--- src/rtl/pgchk_pkg.sv ---
package pgchk_pkg;

   typedef enum logic [1:0] {
      ACC_READ  = 2'b00,
      ACC_WRITE = 2'b01,
      ACC_FETCH = 2'b10,
      ACC_RSVD  = 2'b11
   } acc_kind_e;

   // cause record handed from the evaluator to the capture stage
   typedef struct packed {
      logic flt;      // access refused
      logic prot;     // page present, rights violated
      logic wr;       // access was a write
      logic usr;      // access ran at user level
   } cause_t;

endpackage

--- src/rtl/pgchk_capture.sv ---
module pgchk_capture
   import pgchk_pkg::*;
#(
   parameter int ADDR_W = 32,
   parameter int ERR_W  = 32
) (
   input  logic              clk,
   input  logic              rst_n,
   input  cause_t            cause_i,
   input  logic [ADDR_W-1:0] vaddr_i,
   output logic              fault_o,
   output logic [ERR_W-1:0]  err_o,
   output logic [ADDR_W-1:0] addr_o
);

   localparam int CAUSE_BITS = 3;

   initial begin
      if (ERR_W < CAUSE_BITS) $error("pgchk_capture: ERR_W too small");
      if (ADDR_W < 1)         $error("pgchk_capture: ADDR_W too small");
   end

   logic [CAUSE_BITS-1:0] cause_bits;
   assign cause_bits = {cause_i.usr, cause_i.wr, cause_i.prot};

   always_ff @(posedge clk) begin
      if (!rst_n) begin
         fault_o <= 1'b0;
         err_o   <= '0;
         addr_o  <= '0;
      end else begin
         fault_o <= cause_i.flt;
         if (cause_i.flt) begin
            err_o  <= ERR_W'(cause_bits);
            addr_o <= vaddr_i;
         end
      end
   end

   // reserved error bits never become nonzero
   a_r5_reserved_zero: assert property (@(posedge clk) disable iff (!rst_n)
      err_o[ERR_W-1:CAUSE_BITS] == '0);

   // the record holds when no fault was captured
   a_r7_addr_hold: assert property (@(posedge clk) disable iff (!rst_n)
      !fault_o |-> $stable(addr_o));

   a_r7_err_hold: assert property (@(posedge clk) disable iff (!rst_n)
      !fault_o |-> $stable(err_o));

endmodule

--- config.mk ---
export PLATFORM = sky130hd
export DESIGN_NAME = pgchk_capture
export DESIGN_NICKNAME = d
export VERILOG_FILES = /design/src/rtl/pgchk_pkg.sv /design/src/rtl/pgchk_capture.sv
export SDC_FILE = /design/constraint.sdc
export NUM_CORES = 1
export LEC_CHECK = 0
export BUFFER_PORTS_ARGS = -buffer_cell sky130_fd_sc_hd__buf_2
export CAP_MARGIN = 25
export CORE_MARGIN = 5
export CORE_UTILIZATION = 40
export CTS_BUF_LIST = sky130_fd_sc_hd__clkbuf_4 sky130_fd_sc_hd__clkbuf_8 sky130_fd_sc_hd__clkbuf_16
export DETAILED_ROUTE_END_ITERATION = 10
export PLACE_DENSITY = 0.81
export RECOVER_POWER = 100
export SLEW_MARGIN = 25
export SYNTH_ARGS = -nofsm -noshare
export SYNTH_HDL_FRONTEND = slang
export SYNTH_SLANG_ARGS = --single-unit
--- constraint.sdc ---
create_clock -name clk -period 1.2 [get_ports clk]
set_clock_uncertainty 0.05 [all_clocks]
set_input_delay 0.06 -clock clk [delete_from_list [all_inputs] [get_ports clk]]
set_output_delay 0.06 -clock clk [all_outputs]
set_load 0.05 [all_outputs]
=== After elaboration in Yosys (flattened, before gate mapping) ===
Cells that the tools add are included.
W data, S select, Z words.

* Memories: 0
* ROM bits: 0
* Bits in writable memories: 0
* Latch bits: 0
* Input port bits: 38
* Register bits: 36
* Output and inout bits: 65

* Multipliers: 0
* Add/subtract/negate cells: 0
* Equality and inequality tests: 0
* $lt $le $gt $ge: 0
* Shifts and indexed selects: 0
* Bitwise logic cells: 0
* Divide/modulo/power cells: 0
* Muxes and demuxes: 0
* Reduce and logical (&&, ||, !) cells: 0

=== Longest topological paths before layout ===
Gate-level depths: netlist of the first run.

* Depth after elaboration: 0
* Depth in mapped cells: 4
* Gate-level depth less buffers: 2

=== Worst setup path before layout of the first run ===
OpenSTA, ideal clock, no wires.

* Path kind: flip-flop to flip-flop
* From: register, netlist name addr_o[0]
* To: register addr_o[0]
* Setup slack: 0.247 ns
* Required time: 1.084 ns
* Stages on the path, launching flop included: 3
* Setup time: 0.066 ns
* Buffers on the path: 0
* Arrival time: 0.838 ns
* Cell sequence: dfxtp_1 > mux2i_1 > nor2b_1

{| class="wikitable"
|+ RTL lines
! item !! line !! RTL
|-
| to (signal assigned) || pgchk_capture.sv:35 || <nowiki>addr_o <= vaddr_i;</nowiki>
|-
| to (decl) || pgchk_capture.sv:13 || <nowiki>output logic [ADDR_W-1:0] addr_o</nowiki>
|}

=== Final worst setup path of the first run ===
* From: register err_o[1]
* To: output err_o[1]

{| class="wikitable"
|+ RTL lines
! item !! line !! RTL
|-
| from (decl) || pgchk_capture.sv:12 || <nowiki>output logic [ERR_W-1:0] err_o,</nowiki>
|-
| from (signal assigned) || pgchk_capture.sv:34 || <nowiki>err_o <= ERR_W'(cause_bits);</nowiki>
|}

No word-level cell between the ends.

==> impl_metrics.csv, run 1 <==
group,metric,value,unit
setup_path,cp-endpoint,"err_o[1]",
logic_synthesis,synth_top_family_by_area,"multiplexers",
layout,layout.nets,285,
die,dieArea,5370,µm²
logic_synthesis,seq_area_frac_synth,45.0,%
timing,period_needed,1.02,ns
setup_path,worstPathCellList,"clkbuf_2",
setup_path,crit_start,"err_o[1]",
timing,setup_slack,0.177,ns
grt,grt_pass1_vias,1169,
setup_path,path_buf_inv,1,
layout,final_common_cell,"clkbuf_2",
setup_path,cp-start-kind,"flip-flop",
place,post-place-ws,0.290,ns
place,place_congestion,0.644,
logic_synthesis,avgSynthCellArea,11.1,µm²
cts,clkTransAtPathRegs,0.06,ns
setup_path,crit_arrival,0.91,ns
run_status,status,"finished clean",
logic_synthesis,yosysWarnings,0,
setup_path,worstRegToRegCells,2,
cts,ctsHtreeMaxLevel,2,
timing,relSlewSlack,65.8,%
logic_synthesis,synthCells,144,
grt,grt.total_usage,12.2,%
die,core_area,3940,µm²
power_and_ir_drop,power.density,1310,nW/µm²
logic_synthesis,yosys.area_share.simple,14.1,%
drt,vias,1196,
drt,wl_per_cell,11.4,µm
die,die_h,73.3,µm
timing,fmax,978,MHz
layout,area_delta_synth_final,39.6,%
setup_path,cp.depth,1,
power_and_ir_drop,vdd_drop_max,0.831,mV
timing,finalMaxSlewViolations,0,
die,placementRows,23,
grt,grt.overflow.total,0,
setup_path,cp.required,1.09,ns
cts,clock_path_buffers,2,
logic_synthesis,syn_area,1600,µm²
die,start_util,40.6,%
setup_path,crit_path_end_kind,"output port",
drt,vias_per_cell,4.03,
drt,drtAntennaViolNets,0,
die,io_pins,103,
setup_path,r2r_end,"err_o[1]",
grt,antenna_found_initial,0,
grt,grt_max_degree,37,
die,fp.dieW,73.3,µm
place,hpwl,2.11,mm
drt,wirelength,3.38,mm
timing,rsz0062_at_grt,"no",
setup_path,reg2reg_from,"err_o[1]",
cts,cts_setup_buffers,0,
run,maxCapViolCount,0,
layout,layout-drive-gt1-share,32.8,%
cts,cts_tree,"built",
setup_path,cp_slowest_stage_delay,0.35,ns
logic_synthesis,synth_compound_area_share,0,%
setup_path,critPathKind,"reg2out",
timing,setup_violations,0,
layout,most-common-layout-cells,"clkbuf_2, dfxtp_1, buf_2",
drt,drc,0,
drt,drt_first_iter_violations,17,
timing,tns,0,ns
timing,hold_viol_final,0,
setup_path,cpLargestDelayFamily,"flip-flops",
setup_path,crit_path_max_fanout,2,
power_and_ir_drop,p_leak,1.15,nW
logic_synthesis,synth-adder-area-share,0,%
logic_synthesis,synth-xor-area-share,0,%
min_path,hold_class,"in2reg",
grt,grt_pass1_wl,5.00,mm
cts,numCtsBuffers,5,
timing,period_share,85.2,%
setup_path,worst_path_max_delay_cell,"dfxtp_1",
timing,worst_pin_slew,0.513,ns
drt,firstDrtPassIters,4,
cts,cts.sinks,36,
setup_path,rrSetupSlack,0.50,ns
logic_synthesis,synth.distinct_cells,9,
cts,insertion_delay,0.28,ns
cts,cts_root_buf,"clkbuf_8",
logic_synthesis,ys_seq_elements,36,
place,portBuffers,73,
layout,diodes,0,
logic_synthesis,synth_mux_area_share,21.9,%
final cells by class:
cell class	count	area [µm²]
clock inverter	1	5.00
timing repair buffer	104	686
tap	50	62.6
multi-input combinational	100	684
sequential	36	721
fill	352	1710
clock buffer	6	76.3
sequential cells by signal, summed over array words and instances, names as in the netlist:
signal   flops
addr_o      32
err_o        3
fault_o      1
synth_stat cells:
| cell type | count | area share [%] |
|---|---|---|
| nor2b_1 | 35 | 14 |
| mux2i_1 | 35 | 22 |
| conb_1 | 1 | 0.23 |
| dfxtp_1 | 36 | 45 |
| buf_4 | 29 | 14 |
| and2_1 | 1 | 0.39 |
| buf_12 | 3 | 3.8 |
| buf_6 | 1 | 0.70 |
| clkbuf_1 | 3 | 0.70 |
worst min-delay path by stage:
| stage | start | endpoint | slack (ns) | cells after the start |
|---|---|---|---|---|
| after floorplan | rst_n | addr_o[0] | 0.14 | 1 |
| after detailed placement | vaddr_i[31] | addr_o[31] | 0.27 | 3 |
| after global routing | vaddr_i[20] | addr_o[20] | 0.02 | 3 |
| final | vaddr_i[20] | addr_o[20] | 0.009 | 3 |
| after CTS | vaddr_i[15] | addr_o[15] | 0.002 | 3 |
| after global placement | vaddr_i[18] | addr_o[18] | 0.26 | 3 |
through the flow:
stage	hold slack [ns]	utilization, %	std cells	power (W)	instance area [µm²]
after floorplan	0.138	-	172	0.00202	1710
after global placement	0.263	47.0	260	0.00207	1850
after detailed placement	0.274	47.0	260	0.00208	1850
after CTS	0.00236	56.7	297	0.00296	2230
after global routing	0.0198	56.7	297	0.00307	2230
final	0.00927	56.7	297	0.00292	2230
layer usage:
metal  vias to the layer above  global-route usage (%)  share of wire [%]
met5                         -                       0                  0
met4                         0                    6.15                1.2
met3                         5                    3.97                9.8
met2                        54                    22.8                 51
met1                       530                    11.8                 38
li1                        607                       -                  -
logic make-up (layout without fill, tap and decap cells):
kind of cell / after synthesis / count (layout)
buf+inv: 36 / 111
flops: 36 / 36
mux: 35 / 35
other cells: 1 / 29
simple gates: 36 / 36
power by group:
part	total (W)	internal, W	switching (W)
Clock	0.000792	0.000416	0.000375
Sequential	0.00130	0.00127	0.0000347
Combinational	0.000826	0.000243	0.000583
Total	0.00292	0.00193	0.000993
timing repair:
action | in CTS | in global routing
resized for setup | 0 | 0
hold endpoints to repair | 30 | 0
hold buffers | 30 | 0
(Power assumes the default switching activity.)
==> inputs of run 2 (changes only) <==
--- a/config.mk
+++ b/config.mk
@@ -7,11 +7,14 @@
 export LEC_CHECK = 0
 export BUFFER_PORTS_ARGS = -buffer_cell sky130_fd_sc_hd__buf_2
 export CAP_MARGIN = 25
+export CELL_PAD_IN_SITES_DETAIL_PLACEMENT = 1
+export CELL_PAD_IN_SITES_GLOBAL_PLACEMENT = 1
 export CORE_MARGIN = 5
-export CORE_UTILIZATION = 40
+export CORE_UTILIZATION = 32
 export CTS_BUF_LIST = sky130_fd_sc_hd__clkbuf_4 sky130_fd_sc_hd__clkbuf_8 sky130_fd_sc_hd__clkbuf_16
 export DETAILED_ROUTE_END_ITERATION = 10
-export PLACE_DENSITY = 0.81
+export HOLD_SLACK_MARGIN = 0.12
+export PLACE_DENSITY = 0.88
 export RECOVER_POWER = 100
 export SLEW_MARGIN = 25
 export SYNTH_ARGS = -nofsm -noshare
==> impl_metrics.csv, run 2 (synthesized netlist as in run 1, its figures left out) <==
group,metric,value,unit
timing,worst_pin_slew,0.554,ns
drt,wl_per_cell,13.7,µm
timing,setup_slack,0.167,ns
cts,numCtsBuffers,5,
drt,vias_per_cell,4.01,
grt,grt_busiest_layer,"met2",
die,fp.dieW,80.7,µm
setup_path,rrSetupSlack,0.50,ns
layout,final_common_cell,"clkbuf_2",
setup_path,r2r_end,"addr_o[13]",
layout,fin_util,48.3,%
drt,drc,0,
run_status,status,"finished clean",
layout,regArea,721,µm²
grt,grt.overflow.total,0,
grt,antenna_found_initial,0,
drt,vias,1284,
drt,firstDrtPassIters,2,
cts,postCtsHoldBufs,35,
timing,tns,0,ns
timing,rsz0062_at_grt,"no",
cts,post_cts_resized,0,
die,placementRows,25,
grt,grt_pass1_wl,6.78,mm
layout,most-common-layout-cells,"clkbuf_2, dfxtp_1",
place,hpwl,2.59,mm
layout,largest_reg_flops,32,
layout,area_delta_synth_final,44.4,%
setup_path,cp.depth,1,
die,dieArea,6510,µm²
timing,hold_viol_final,0,
run,maxCapViolCount,0,
cts,cts_setup_buffers,0,
setup_path,crit_arrival,0.92,ns
cts,clkTransAtPathRegs,0.07,ns
power_and_ir_drop,power.density,1290,nW/µm²
timing,fmax,968,MHz
setup_path,cp.required,1.09,ns
setup_path,worstPathCellList,"clkbuf_2",
cts,ctsHtreeMaxLevel,2,
drt,drt_first_iter_violations,18,
timing,fin_hold_ws,0.250,ns
setup_path,cp_slowest_stage_delay,0.35,ns
grt,grt.total_usage,13.8,%
setup_path,crit_path_max_fanout,2,
cts,cts.sinks,36,
setup_path,worst_path_max_delay_cell,"dfxtp_1",
cts,insertion_delay,0.28,ns
layout,layout-drive-gt1-share,32.0,%
die,die_h,80.7,µm
layout,diodes,0,
setup_path,cp-endpoint,"addr_o[16]",
layout,layout.nets,290,
layout,top_regs,"addr_o (32), err_o (3), fault_o (1)",
place,post-place-ws,0.277,ns
cts,cts_root_buf,"clkbuf_8",
timing,period_share,86.1,%
timing,finalMaxSlewViolations,0,
setup_path,cp-start-kind,"flip-flop",
die,io_pins,103,
layout,multi_input_area,684,µm²
die,start_util,33.4,%
setup_path,crit_path_end_kind,"output port",
layout,fillerInstances,565,
timing,setup_violations,0,
place,place_congestion,0.633,
min_path,hold_class,"in2reg",
timing,relSlewSlack,63.1,%
power_and_ir_drop,totalPowerFinal,0.00298,W
grt,use_met1,13.5,%
drt,drtAntennaViolNets,0,
layout,largest-register,"addr_o",
grt,grt_pass1_vias,1404,
setup_path,reg2reg_from,"addr_o[13]",
place,portBuffers,73,
die,core_area,4790,µm²
grt,grt_max_degree,37,
setup_path,path_buf_inv,1,
grt,grt_use_met3,5.04,%
grt,grt_use_met2,26.0,%
power_and_ir_drop,p_leak,1.17,nW
timing,period_needed,1.03,ns
setup_path,cpLargestDelayFamily,"flip-flops",
setup_path,critPathKind,"reg2out",
setup_path,crit_start,"addr_o[16]",
cts,clock_path_buffers,2,
power_and_ir_drop,vdd_drop_max,0.618,mV
drt,wirelength,4.37,mm
setup_path,worstRegToRegCells,2,
cts,cts_tree,"built",
==> run 2: cell count changes in the layout (fill, tap and decap cells not counted) <==
cell and delta:
buf_2 -1, clkbuf_1 +1, clkbuf_4 -1, clkinv_2 +1, clkinv_4 +1, dlygate4sd3_1 +5
==> run 2: layout make-up <==
class / count / area share [%]
multi-input cells: 100 / 29.6
clock inverters: 3 / 0.812
flip-flops and latches: 36 / 31.2
clock buffers: 5 / 2.98
well taps: 67 / 3.63
repair buffers: 109 / 31.8
==> run 2: worst min-delay path by stage <==
| stage | start | endpoint | slack [ns] | depth (start not counted) |
|---|---|---|---|---|
| finish | cause_i[3] | fault_o | 0.25 | 3 |
| global route | cause_i[3] | fault_o | 0.25 | 3 |
| CTS | cause_i[3] | fault_o | 0.24 | 3 |
| detailed placement | vaddr_i[10] | addr_o[10] | 0.28 | 3 |
| global placement | vaddr_i[7] | addr_o[7] | 0.27 | 3 |
| floorplan | rst_n | addr_o[0] | 0.14 | 1 |
==> run 2: layer usage <==
metal	vias up	wire, µm
met4	0	80
met2	70	2260
met1	587	1600
li1	619	-
met5	-	0
met3	8	432
==> run 2: power by group <==
group	internal (W)	leakage [nW]	switching (W)
combinational	0.000253	0.824	0.000600
clock	0.000404	0.0479	0.000423
sequential	0.00127	0.297	0.0000370
==> run 2: metrics by stage <==
step	cells	instance area, µm²
after floorplan	172	1710
after global placement	277	1870
after detailed placement	277	1870
after CTS	320	2310
after global routing	320	2310
final	320	2310
==> inputs of run 3 (changes only) <==
--- a/config.mk
+++ b/config.mk
@@ -7,14 +7,12 @@
 export LEC_CHECK = 0
 export BUFFER_PORTS_ARGS = -buffer_cell sky130_fd_sc_hd__buf_2
 export CAP_MARGIN = 25
-export CELL_PAD_IN_SITES_DETAIL_PLACEMENT = 1
-export CELL_PAD_IN_SITES_GLOBAL_PLACEMENT = 1
 export CORE_MARGIN = 5
-export CORE_UTILIZATION = 32
+export CORE_UTILIZATION = 40
 export CTS_BUF_LIST = sky130_fd_sc_hd__clkbuf_4 sky130_fd_sc_hd__clkbuf_8 sky130_fd_sc_hd__clkbuf_16
 export DETAILED_ROUTE_END_ITERATION = 10
 export HOLD_SLACK_MARGIN = 0.12
-export PLACE_DENSITY = 0.88
+export PLACE_DENSITY = 0.81
 export RECOVER_POWER = 100
 export SLEW_MARGIN = 25
 export SYNTH_ARGS = -nofsm -noshare
==> impl_metrics.csv, run 3 (synthesized netlist as in run 1, its figures left out) <==
group,metric,value,unit
drt,wirelength,3.53,mm
grt,grt_pass1_vias,1210,
setup_path,rrSetupSlack,0.50,ns
layout,final_common_cell,"clkbuf_2",
timing,rsz0062_at_grt,"no",
drt,wl_per_cell,11.7,µm
grt,grt.total_usage,12.9,%
run_status,status,"finished clean",
min_path,hold_end,"fault_o",
die,dieArea,5370,µm²
min_path,hold_class,"in2reg",
timing,setup_violations,0,
setup_path,cpLargestDelayFamily,"flip-flops",
grt,grt_max_degree,37,
layout,regArea,721,µm²
layout,layout.nets,290,
power_and_ir_drop,power.density,1280,nW/µm²
cts,cts_setup_buffers,0,
timing,finalMaxSlewViolations,0,
layout,most-common-layout-cells,"clkbuf_2, dfxtp_1, buf_2",
cts,ctsHtreeMaxLevel,2,
timing,worst_pin_slew,0.509,ns
setup_path,crit_path_max_fanout,2,
cts,cts_tree,"built",
cts,insertion_delay,0.27,ns
setup_path,r2r_end,"err_o[1]",
place,hpwl,2.11,mm
setup_path,worstRegToRegCells,2,
min_path,holdPathStages,3,
timing,relSlewSlack,66.1,%
setup_path,worst_path_max_delay_cell,"dfxtp_1",
layout,largest_reg_flops,32,
layout,area_delta_synth_final,42.8,%
grt,grt.overflow.total,0,
min_path,min_from,"cause_i[3]",
layout,fillerInstances,349,
run,maxCapViolCount,0,
grt,antenna_found_initial,0,
timing,period_share,85.2,%
die,start_util,40.6,%
place,placed_cell_area,1850,µm²
grt,grt_pass1_wl,5.28,mm
cts,clock_path_buffers,2,
setup_path,reg2reg_from,"err_o[1]",
layout,multi_input_area,684,µm²
layout,layout-drive-gt1-share,32.1,%
power_and_ir_drop,p_leak,1.17,nW
power_and_ir_drop,vdd_drop_max,0.833,mV
layout,diodes,0,
timing,fin_hold_ws,0.269,ns
die,io_pins,103,
cts,numCtsBuffers,5,
cts,cts.sinks,36,
layout,largest-register,"addr_o",
place,post-place-ws,0.290,ns
drt,vias,1216,
drt,firstDrtPassIters,4,
setup_path,crit_arrival,0.91,ns
setup_path,worstPathCellList,"clkbuf_2",
timing,hold_viol_final,0,
place,place_congestion,0.644,
drt,drtAntennaViolNets,0,
die,core_area,3940,µm²
timing,tns,0,ns
setup_path,path_buf_inv,1,
setup_path,crit_path_end_kind,"output port",
layout,fin_util,57.9,%
setup_path,cp_slowest_stage_delay,0.35,ns
timing,fmax,978,MHz
drt,vias_per_cell,4.03,
drt,drt_first_iter_violations,20,
setup_path,cp-start-kind,"flip-flop",
die,placementRows,23,
drt,drc,0,
cts,postCtsHoldBufs,35,
timing,setup_slack,0.178,ns
place,portBuffers,73,
setup_path,critPathKind,"reg2out",
setup_path,cp.required,1.09,ns
cts,clkTransAtPathRegs,0.06,ns
die,fp.dieW,73.3,µm
layout,finalInstanceArea,2280,µm²
timing,period_needed,1.02,ns
cts,cts_root_buf,"clkbuf_8",
layout,top_regs,"addr_o (32), err_o (3), fault_o (1)",
cts,post_cts_resized,0,
die,die_h,73.3,µm
[run 3: final cells by class]
cell class	instances	area share [%]
Multi-Input combinational cell	100	30.0
Sequential cell	36	31.5
Tap cell	50	2.74
Clock buffer	6	3.34
Timing Repair Buffer	109	32.2
Clock inverter	1	0.219
[run 3: report_power, final]
group | internal [W] | total [W] | switching [W] | leakage, nW
Sequential | 0.00127 | 0.00130 | 0.0000355 | 0.297
Clock | 0.000416 | 0.000792 | 0.000376 | 0.0445
Combinational | 0.000253 | 0.000840 | 0.000586 | 0.826
Total | 0.00194 | 0.00293 | 0.000998 | 1.17
[run 3: layer usage]
layer	vias to the layer above	global-route usage, %	share of wire [%]
met3	2	4.10	9.6
met1	542	12.6	37
met5	-	0	0
met2	53	24.3	53
met4	0	6.15	0.40
li1	619	-	-
[run 3: worst reg2reg max path: stages, from the launching register on]
cell and delay, ns:
dfxtp_1 0.32, mux2i_1 0.15, nor2b_1 0.07
[run 3: worst max path at each step]
stage / from / endpoint / slack (ns) / depth (start not counted)
after floorplan: addr_o[0] / addr_o[0] / 0.25 / 2
after global placement: cause_i[3] / err_o[2] / 0.32 / 4
after detailed placement: cause_i[3] / addr_o[24] / 0.29 / 4
after CTS: addr_o[10] / addr_o[10] / 0.19 / 1
after global routing: err_o[1] / err_o[1] / 0.12 / 1
final: err_o[1] / err_o[1] / 0.18 / 1
[run 3: per-stage QoR]
step / cells / total power [W]
after detailed placement: 260 / 0.00208
final: 302 / 0.00293
after CTS: 302 / 0.00297
after global placement: 260 / 0.00207
after global routing: 302 / 0.00308
after floorplan: 172 / 0.00202
